[src/rtl/sbf_pkg.sv]
package sbf_pkg;

  typedef enum logic [1:0] {
    ST_HUNT = 2'd0,
    ST_PRE  = 2'd1,
    ST_DATA = 2'd2
  } huntState_t;

  // Strobes from control to datapath
  typedef struct packed {
    logic alignReset;  // restart the bit counter at the next bit
    logic holdLoad;    // capture the completed byte into the hold register
    logic holdClear;   // drop the hold register contents
    logic emitHeld;    // output the held byte
    logic emitNew;     // output the byte completing now
  } dpCtrl_t;

endpackage

[src/rtl/sbf_datapath.sv]
module sbf_datapath
  import sbf_pkg::*;
#(
  parameter int DATA_W = 8,
  parameter logic [DATA_W-1:0] SYN_BYTE = 'h16,
  parameter int MIN_ONES = 15,
  parameter bit LSB_FIRST = 1'b1
) (
  input  logic              clk,
  input  logic              rst,
  input  logic              bitValid,
  input  logic              bitIn,
  input  dpCtrl_t           ctrl,
  output logic              byteDone,
  output logic              synHit,
  output logic              postHit,
  output logic              onesLock,
  output logic              heldValid,
  output logic              heldIsSyn,
  output logic [DATA_W-1:0] dataOut,
  output logic              dataValid
);

  localparam int CNT_W  = $clog2(DATA_W);
  localparam int ONES_W = $clog2(MIN_ONES + 1);
  localparam logic [CNT_W-1:0]  LAST_BIT = CNT_W'(DATA_W - 1);
  localparam logic [ONES_W-1:0] ONES_MAX = ONES_W'(MIN_ONES);

  logic [DATA_W-1:0] win;
  logic [DATA_W-1:0] nextWin;
  logic [CNT_W-1:0]  bitCnt;
  logic [ONES_W-1:0] onesCnt;
  logic [DATA_W-1:0] held;

  generate
    if (LSB_FIRST) begin : g_lsb
      assign nextWin = {bitIn, win[DATA_W-1:1]};
    end else begin : g_msb
      assign nextWin = {win[DATA_W-2:0], bitIn};
    end
  endgenerate

  assign byteDone  = bitValid && (bitCnt == LAST_BIT);
  assign synHit    = (nextWin == SYN_BYTE);
  assign postHit   = &nextWin;
  assign onesLock  = bitValid && !bitIn && (onesCnt == ONES_MAX);
  assign heldIsSyn = (held == SYN_BYTE);

  always_ff @(posedge clk) begin
    if (rst) begin
      win    <= '0;
      bitCnt <= '0;
    end else if (bitValid) begin
      win    <= nextWin;
      bitCnt <= ctrl.alignReset ? '0 : bitCnt + 1'b1;
    end
  end

  // Saturating count of consecutive ones
  always_ff @(posedge clk) begin
    if (rst) begin
      onesCnt <= '0;
    end else if (bitValid) begin
      if (!bitIn) onesCnt <= '0;
      else if (onesCnt != ONES_MAX) onesCnt <= onesCnt + 1'b1;
    end
  end

  always_ff @(posedge clk) begin
    if (rst || ctrl.holdClear) begin
      heldValid <= 1'b0;
      held      <= '0;
    end else if (ctrl.holdLoad) begin
      heldValid <= 1'b1;
      held      <= nextWin;
    end
  end

  always_ff @(posedge clk) begin
    if (rst) begin
      dataOut   <= '0;
      dataValid <= 1'b0;
    end else begin
      dataValid <= ctrl.emitHeld || ctrl.emitNew;
      if (ctrl.emitHeld)     dataOut <= held;
      else if (ctrl.emitNew) dataOut <= nextWin;
    end
  end


  byte_edge_chk: assert property (@(posedge clk) disable iff (rst)
    dataValid |-> ($past(bitValid) && ($past(bitCnt) == LAST_BIT)));

endmodule

[src/rtl/sbf_control.sv]
module sbf_control
  import sbf_pkg::*;
(
  input  logic    clk,
  input  logic    rst,
  input  logic    modeBits,
  input  logic    bitValid,
  input  logic    byteDone,
  input  logic    synHit,
  input  logic    postHit,
  input  logic    onesLock,
  input  logic    heldValid,
  input  logic    heldIsSyn,
  output dpCtrl_t ctrl,
  output logic    hunting,
  output logic    blockStart,
  output logic    blockEnd
);

  huntState_t state, nextState;
  logic startNow, endNow;

  always_comb begin
    ctrl      = '0;
    nextState = state;
    startNow  = 1'b0;
    endNow    = 1'b0;
    unique case (state)
      ST_HUNT: begin
        if (modeBits) begin
          if (onesLock) begin
            ctrl.alignReset = 1'b1;
            startNow        = 1'b1;
            nextState       = ST_DATA;
          end
        end else if (bitValid && synHit) begin
          ctrl.alignReset = 1'b1;
          nextState       = ST_PRE;
        end
      end
      ST_PRE: begin
        if (byteDone && !synHit) begin
          ctrl.holdLoad = 1'b1;
          startNow      = 1'b1;
          nextState     = ST_DATA;
        end
      end
      ST_DATA: begin
        if (byteDone) begin
          if (modeBits) begin
            if (postHit) begin
              endNow    = 1'b1;
              nextState = ST_HUNT;
            end else begin
              ctrl.emitNew = 1'b1;
            end
          end else if (heldValid && heldIsSyn && synHit) begin
            ctrl.holdClear = 1'b1;
            endNow         = 1'b1;
            nextState      = ST_HUNT;
          end else begin
            ctrl.emitHeld = heldValid;
            ctrl.holdLoad = 1'b1;
          end
        end
      end
      default: nextState = ST_HUNT;
    endcase
  end

  always_ff @(posedge clk) begin
    if (rst) begin
      state      <= ST_HUNT;
      blockStart <= 1'b0;
      blockEnd   <= 1'b0;
    end else begin
      state      <= nextState;
      blockStart <= startNow;
      blockEnd   <= endNow;
    end
  end

  assign hunting = (state == ST_HUNT);


  start_pulse_chk: assert property (@(posedge clk) disable iff (rst)
    blockStart |=> !blockStart);


  end_pulse_chk: assert property (@(posedge clk) disable iff (rst)
    blockEnd |=> !blockEnd);

endmodule

[src/rtl/sync_block_framer.sv]
module sync_block_framer
  import sbf_pkg::*;
#(
  parameter int DATA_W = 8,
  parameter logic [DATA_W-1:0] SYN_BYTE = 'h16,
  parameter int MIN_ONES = 15,
  parameter bit LSB_FIRST = 1'b1
) (
  input  logic              clk,
  input  logic              rst,
  input  logic              modeBits,
  input  logic              bitValid,
  input  logic              bitIn,
  output logic [DATA_W-1:0] dataOut,
  output logic              dataValid,
  output logic              blockStart,
  output logic              blockEnd
);

  dpCtrl_t ctrl;
  logic byteDone, synHit, postHit, onesLock, heldValid, heldIsSyn, hunting;

  sbf_datapath #(
    .DATA_W(DATA_W), .SYN_BYTE(SYN_BYTE),
    .MIN_ONES(MIN_ONES), .LSB_FIRST(LSB_FIRST)
  ) u_dp (
    .clk(clk), .rst(rst), .bitValid(bitValid), .bitIn(bitIn), .ctrl(ctrl),
    .byteDone(byteDone), .synHit(synHit), .postHit(postHit),
    .onesLock(onesLock), .heldValid(heldValid), .heldIsSyn(heldIsSyn),
    .dataOut(dataOut), .dataValid(dataValid)
  );

  sbf_control u_ctl (
    .clk(clk), .rst(rst), .modeBits(modeBits), .bitValid(bitValid),
    .byteDone(byteDone), .synHit(synHit), .postHit(postHit),
    .onesLock(onesLock), .heldValid(heldValid), .heldIsSyn(heldIsSyn),
    .ctrl(ctrl), .hunting(hunting),
    .blockStart(blockStart), .blockEnd(blockEnd)
  );


  hunt_silent_chk: assert property (@(posedge clk) disable iff (rst)
    hunting |=> !dataValid);


  end_hunt_chk: assert property (@(posedge clk) disable iff (rst)
    blockEnd |-> hunting);

endmodule

[config.mk]
export PLATFORM = sky130hd
export DESIGN_NAME = sync_block_framer
export DESIGN_NICKNAME = d
export VERILOG_FILES = /design/src/rtl/sbf_pkg.sv /design/src/rtl/sbf_datapath.sv /design/src/rtl/sbf_control.sv /design/src/rtl/sync_block_framer.sv
export SDC_FILE = /design/constraint.sdc
export NUM_CORES = 1
export LEC_CHECK = 0
export ABC_AREA = 1
export BUFFER_PORTS_ARGS = -buffer_cell sky130_fd_sc_hd__buf_2
export CORE_UTILIZATION = 40
export CTS_CLUSTER_SIZE = 30
export DETAILED_ROUTE_END_ITERATION = 7
export GPL_TIMING_DRIVEN = 0
export PLACE_DENSITY = 0.56
export SLEW_MARGIN = 20
export SYNTH_ARGS = -nofsm -noshare
export SYNTH_HDL_FRONTEND = slang
export SYNTH_SLANG_ARGS = --single-unit
export TNS_END_PERCENT = 1
[constraint.sdc]
create_clock -name clk -period 1.5 [get_ports clk]
set_input_delay 0.15 -clock clk [delete_from_list [all_inputs] [get_ports clk]]
set_output_delay 0.15 -clock clk [all_outputs]
set_load 0.02 [all_outputs]
==> out/qor.yml <==
outcome: "finished with violations"
violations: "negative setup slack"
hold_depth: 2
num_vias: 1815
wire_per_inst_um: 13.4
tightestPinTransition_ns: 0.509
r2r_start: "u_dp.bitCnt[0]$_SDFFE_PP0P_"
core-area_um2: 4410
hpwl_mm: 3.25
rows: 24
avgSynthCellArea_um2: 6.84
r2r_cells: 10
gr-total-overflow: 0
antenna_found_initial: 0
globalplace.congestion: 0.855
grt_pass1_wl_mm: 7.99
drive_gt1_share_pct: 34.7
timing.final.crit_share_pct: 102
drtIter0Drc: 71
portBuffers: 14
hold_viol: 0
finalSetupViolCount: 9
clk_pin_slew_worst_paths_ns: 0.08
viasPerCell: 4.96
die_w_um: 70.1
path_class: "reg -> reg"
grt_max_degree: 12
setup_ws_ns: -0.0230
placed_cells: 337
die_h_um: 70.1
track_usage_pct: 20.7
p_leak_nw: 1.11
cts_buffer_depth: 2
power_density_nw_per_um2: 983
crit_required_ns: 1.65
setup.worst_path.end_class: "flip-flop"
die_area_um2: 4910
cts.sinks: 36
synth.distinct_cells: 25
hp-class: "in -> reg"
cp-start-kind: "flip-flop"
clock_skew_ns: 0.0109
r2r_slack_ns: -0.02
rsz0062_at_grt: "yes"
ys_seq_area_share_pct: 38.9
hold_slack_ns: 0.121
initial_core_util_pct: 42.0
syn_inst: 271
drv_cap: 0
antenna_cells: 0
yosys.area.top_type: "dfxtp_1"
syn_area_um2: 1850
cts_hold_buf: 0
peakVddDrop_mv: 0.498
cts_buffers: 5
timing.final.max_slew_violations: 0
layout-area-overhead-vs-synth_pct: 35.8
min_to: "u_ctl.blockEnd$_SDFF_PP0_"
reg2reg_to: "u_dp.dataOut[3]$_SDFFE_PP0P_"
first_global_vias: 1721
root_buffer: "clkbuf_8"
fmax_mhz: 657
fin_cells: 366
min_period_ns: 1.52
ys_warn_count: 0
cts_tree: "done"
hold_start: "rst"
remaining_drc_errors: 0
path_cells: "ha_2, ha_4, nand2_4, inv_6, nand2_4, clkinvlp_4, nand2_1, nand2_2, nand2_2, a21oi_2"
drt_pass1_iterations: 4
wl_mm: 4.91
ys_ff_latch: 36
worstPathMaxFanout: 8
clk_latency_ns: 0.29
synthesis.nets: 282
critPathMaxStageDelay_ns: 0.32
ant_nets: 0
htree_num_levels: 2
layout.nets: 324
slew_headroom_pct: 66.1
slowest_stage: "dfxtp_2"
synth.area.top_cells: "dfxtp_1 (39%), nand2_1 (14%), a21oi_1 (8.9%)"
num_io_pins: 16
synth_top_area_share_pct: 38.9
worstPathArrival_ns: 1.68
[power breakdown]
part | total [mW] | switching [mW] | leakage (nW) | internal, mW
registers | 1.04 | 0.0381 | 0.298 | 1.00
logic | 0.598 | 0.385 | 0.757 | 0.213
clock network | 0.838 | 0.345 | 0.0552 | 0.493
[Yosys cell counts, drive strengths merged]
master,instances
a211oi,2
a21oi,33
buf,5
clkbuf,4
dfxtp,36
ha,6
inv,37
nand2,70
nand3,25
nand3b,1
nand4,9
nor2,30
nor3,1
o21ai,9
or2,2
xor2,1
[critical path, delay by kind of cell, from the launching register on]
family,cells,cell delay [ns]
simple gates,5,0.45
compound gates,1,0.05
flops,1,0.32
fa+ha+maj,2,0.35
buf+inv,2,0.22
[sequential cells by signal, indices dropped and copies added, names as in the netlist]
signal,count
u_dp.onesCnt,4
u_dp.win,7
u_dp.bitCnt,3
u_ctl.state,2
u_dp.dataValid,1
u_ctl.blockEnd,1
u_dp.held,8
u_dp.dataOut,8
u_ctl.blockStart,1
u_dp.heldValid,1
[routing by layer]
layer,up-vias,share of wire [%],global-route usage [%]
li1,955,-,-
met4,0,2.2,7.11
met2,38,47,34.5
met5,-,0,0
met3,8,3.1,4.04
met1,814,48,26.6
[cell type report]
cell class,instances,area (µm²)
timing repair buffer,35,279
tap,52,65.1
buffer,8,61.3
fill,415,1900
clock buffer,6,72.6
multi-input combinational,190,1110
clock inverter,2,35.0
sequential,36,744
inverter,37,150
[cell families after synthesis]
group | share of synthesized area (%)
flops | 38.9
fa+ha+maj | 4.05
buf+inv | 10.9
simple gates | 33.5
compound gates | 12.1
xor+xnor | 0.472
[what timing repair did]
item                       CTS  global route
pin swaps                   13            10
setup endpoints to repair   21            24
cloned                       3             0
buffers inserted            16             3
gates resized for setup     37            38
[placed cells by master, fill, tap and decap left out, types with 3 or more instances in the layout]
master    Yosys  layout
nand2_2       3       7
clkbuf_8      0       5
dfxtp_1      36      23
nor2_1       26      22
clkbuf_1      4       4
inv_1        36      30
nand3_4       1       3
o21ai_1       0       3
dfxtp_4       0       3
nand2_4       0       4
nand3_2       1       6
nor2_2        3       6
nand4_1       9       9
nand3_1      23      16
ha_4          0       3
nand2_1      67      60
inv_2         1       4
a21oi_2       0       8
buf_4         1      15
dfxtp_2       0      10
a21oi_1      33      25
buf_6         2       7
o21ai_0       9       6
buf_2         0      15
[how the worst max path moves through the flow]
stage / startpoint / endpoint / slack (ns) / depth (start not counted)
after floorplan: u_dp.bitCnt[0]$_SDFFE_PP0P_ / u_dp.held[0]$_SDFFE_PP0P_ / 0.0007 / 9
after global placement: u_dp.bitCnt[0]$_SDFFE_PP0P_ / u_dp.dataOut[1]$_SDFFE_PP0P_ / -0.27 / 10
after detailed placement: u_dp.bitCnt[0]$_SDFFE_PP0P_ / u_dp.dataOut[1]$_SDFFE_PP0P_ / -0.27 / 10
after CTS: u_dp.bitCnt[0]$_SDFFE_PP0P_ / u_dp.dataOut[5]$_SDFFE_PP0P_ / 0.003 / 8
after global routing: u_dp.win[1]$_SDFFE_PP0P_ / u_dp.held[7]$_SDFFE_PP0P_ / -0.15 / 10
final: u_dp.bitCnt[0]$_SDFFE_PP0P_ / u_dp.dataOut[3]$_SDFFE_PP0P_ / -0.02 / 10
[metrics by stage]
| stage | setup slack (ns) | utilization, % | total power, mW | setup TNS (ns) | area [µm²] |
|---|---|---|---|---|---|
| global placement | -0.275 | 45.2 | 1.50 | -3.81 | 2000 |
| global route | -0.149 | 57.0 | 2.63 | -2.17 | 2520 |
| detailed placement | -0.270 | 45.2 | 1.50 | -3.54 | 2000 |
| finish | -0.0230 | 57.0 | 2.48 | -0.0980 | 2520 |
| floorplan | 0.000737 | - | 1.39 | 0 | 1860 |
| CTS | 0.00281 | 54.0 | 2.45 | 0 | 2380 |
(Power assumes the default switching activity.)
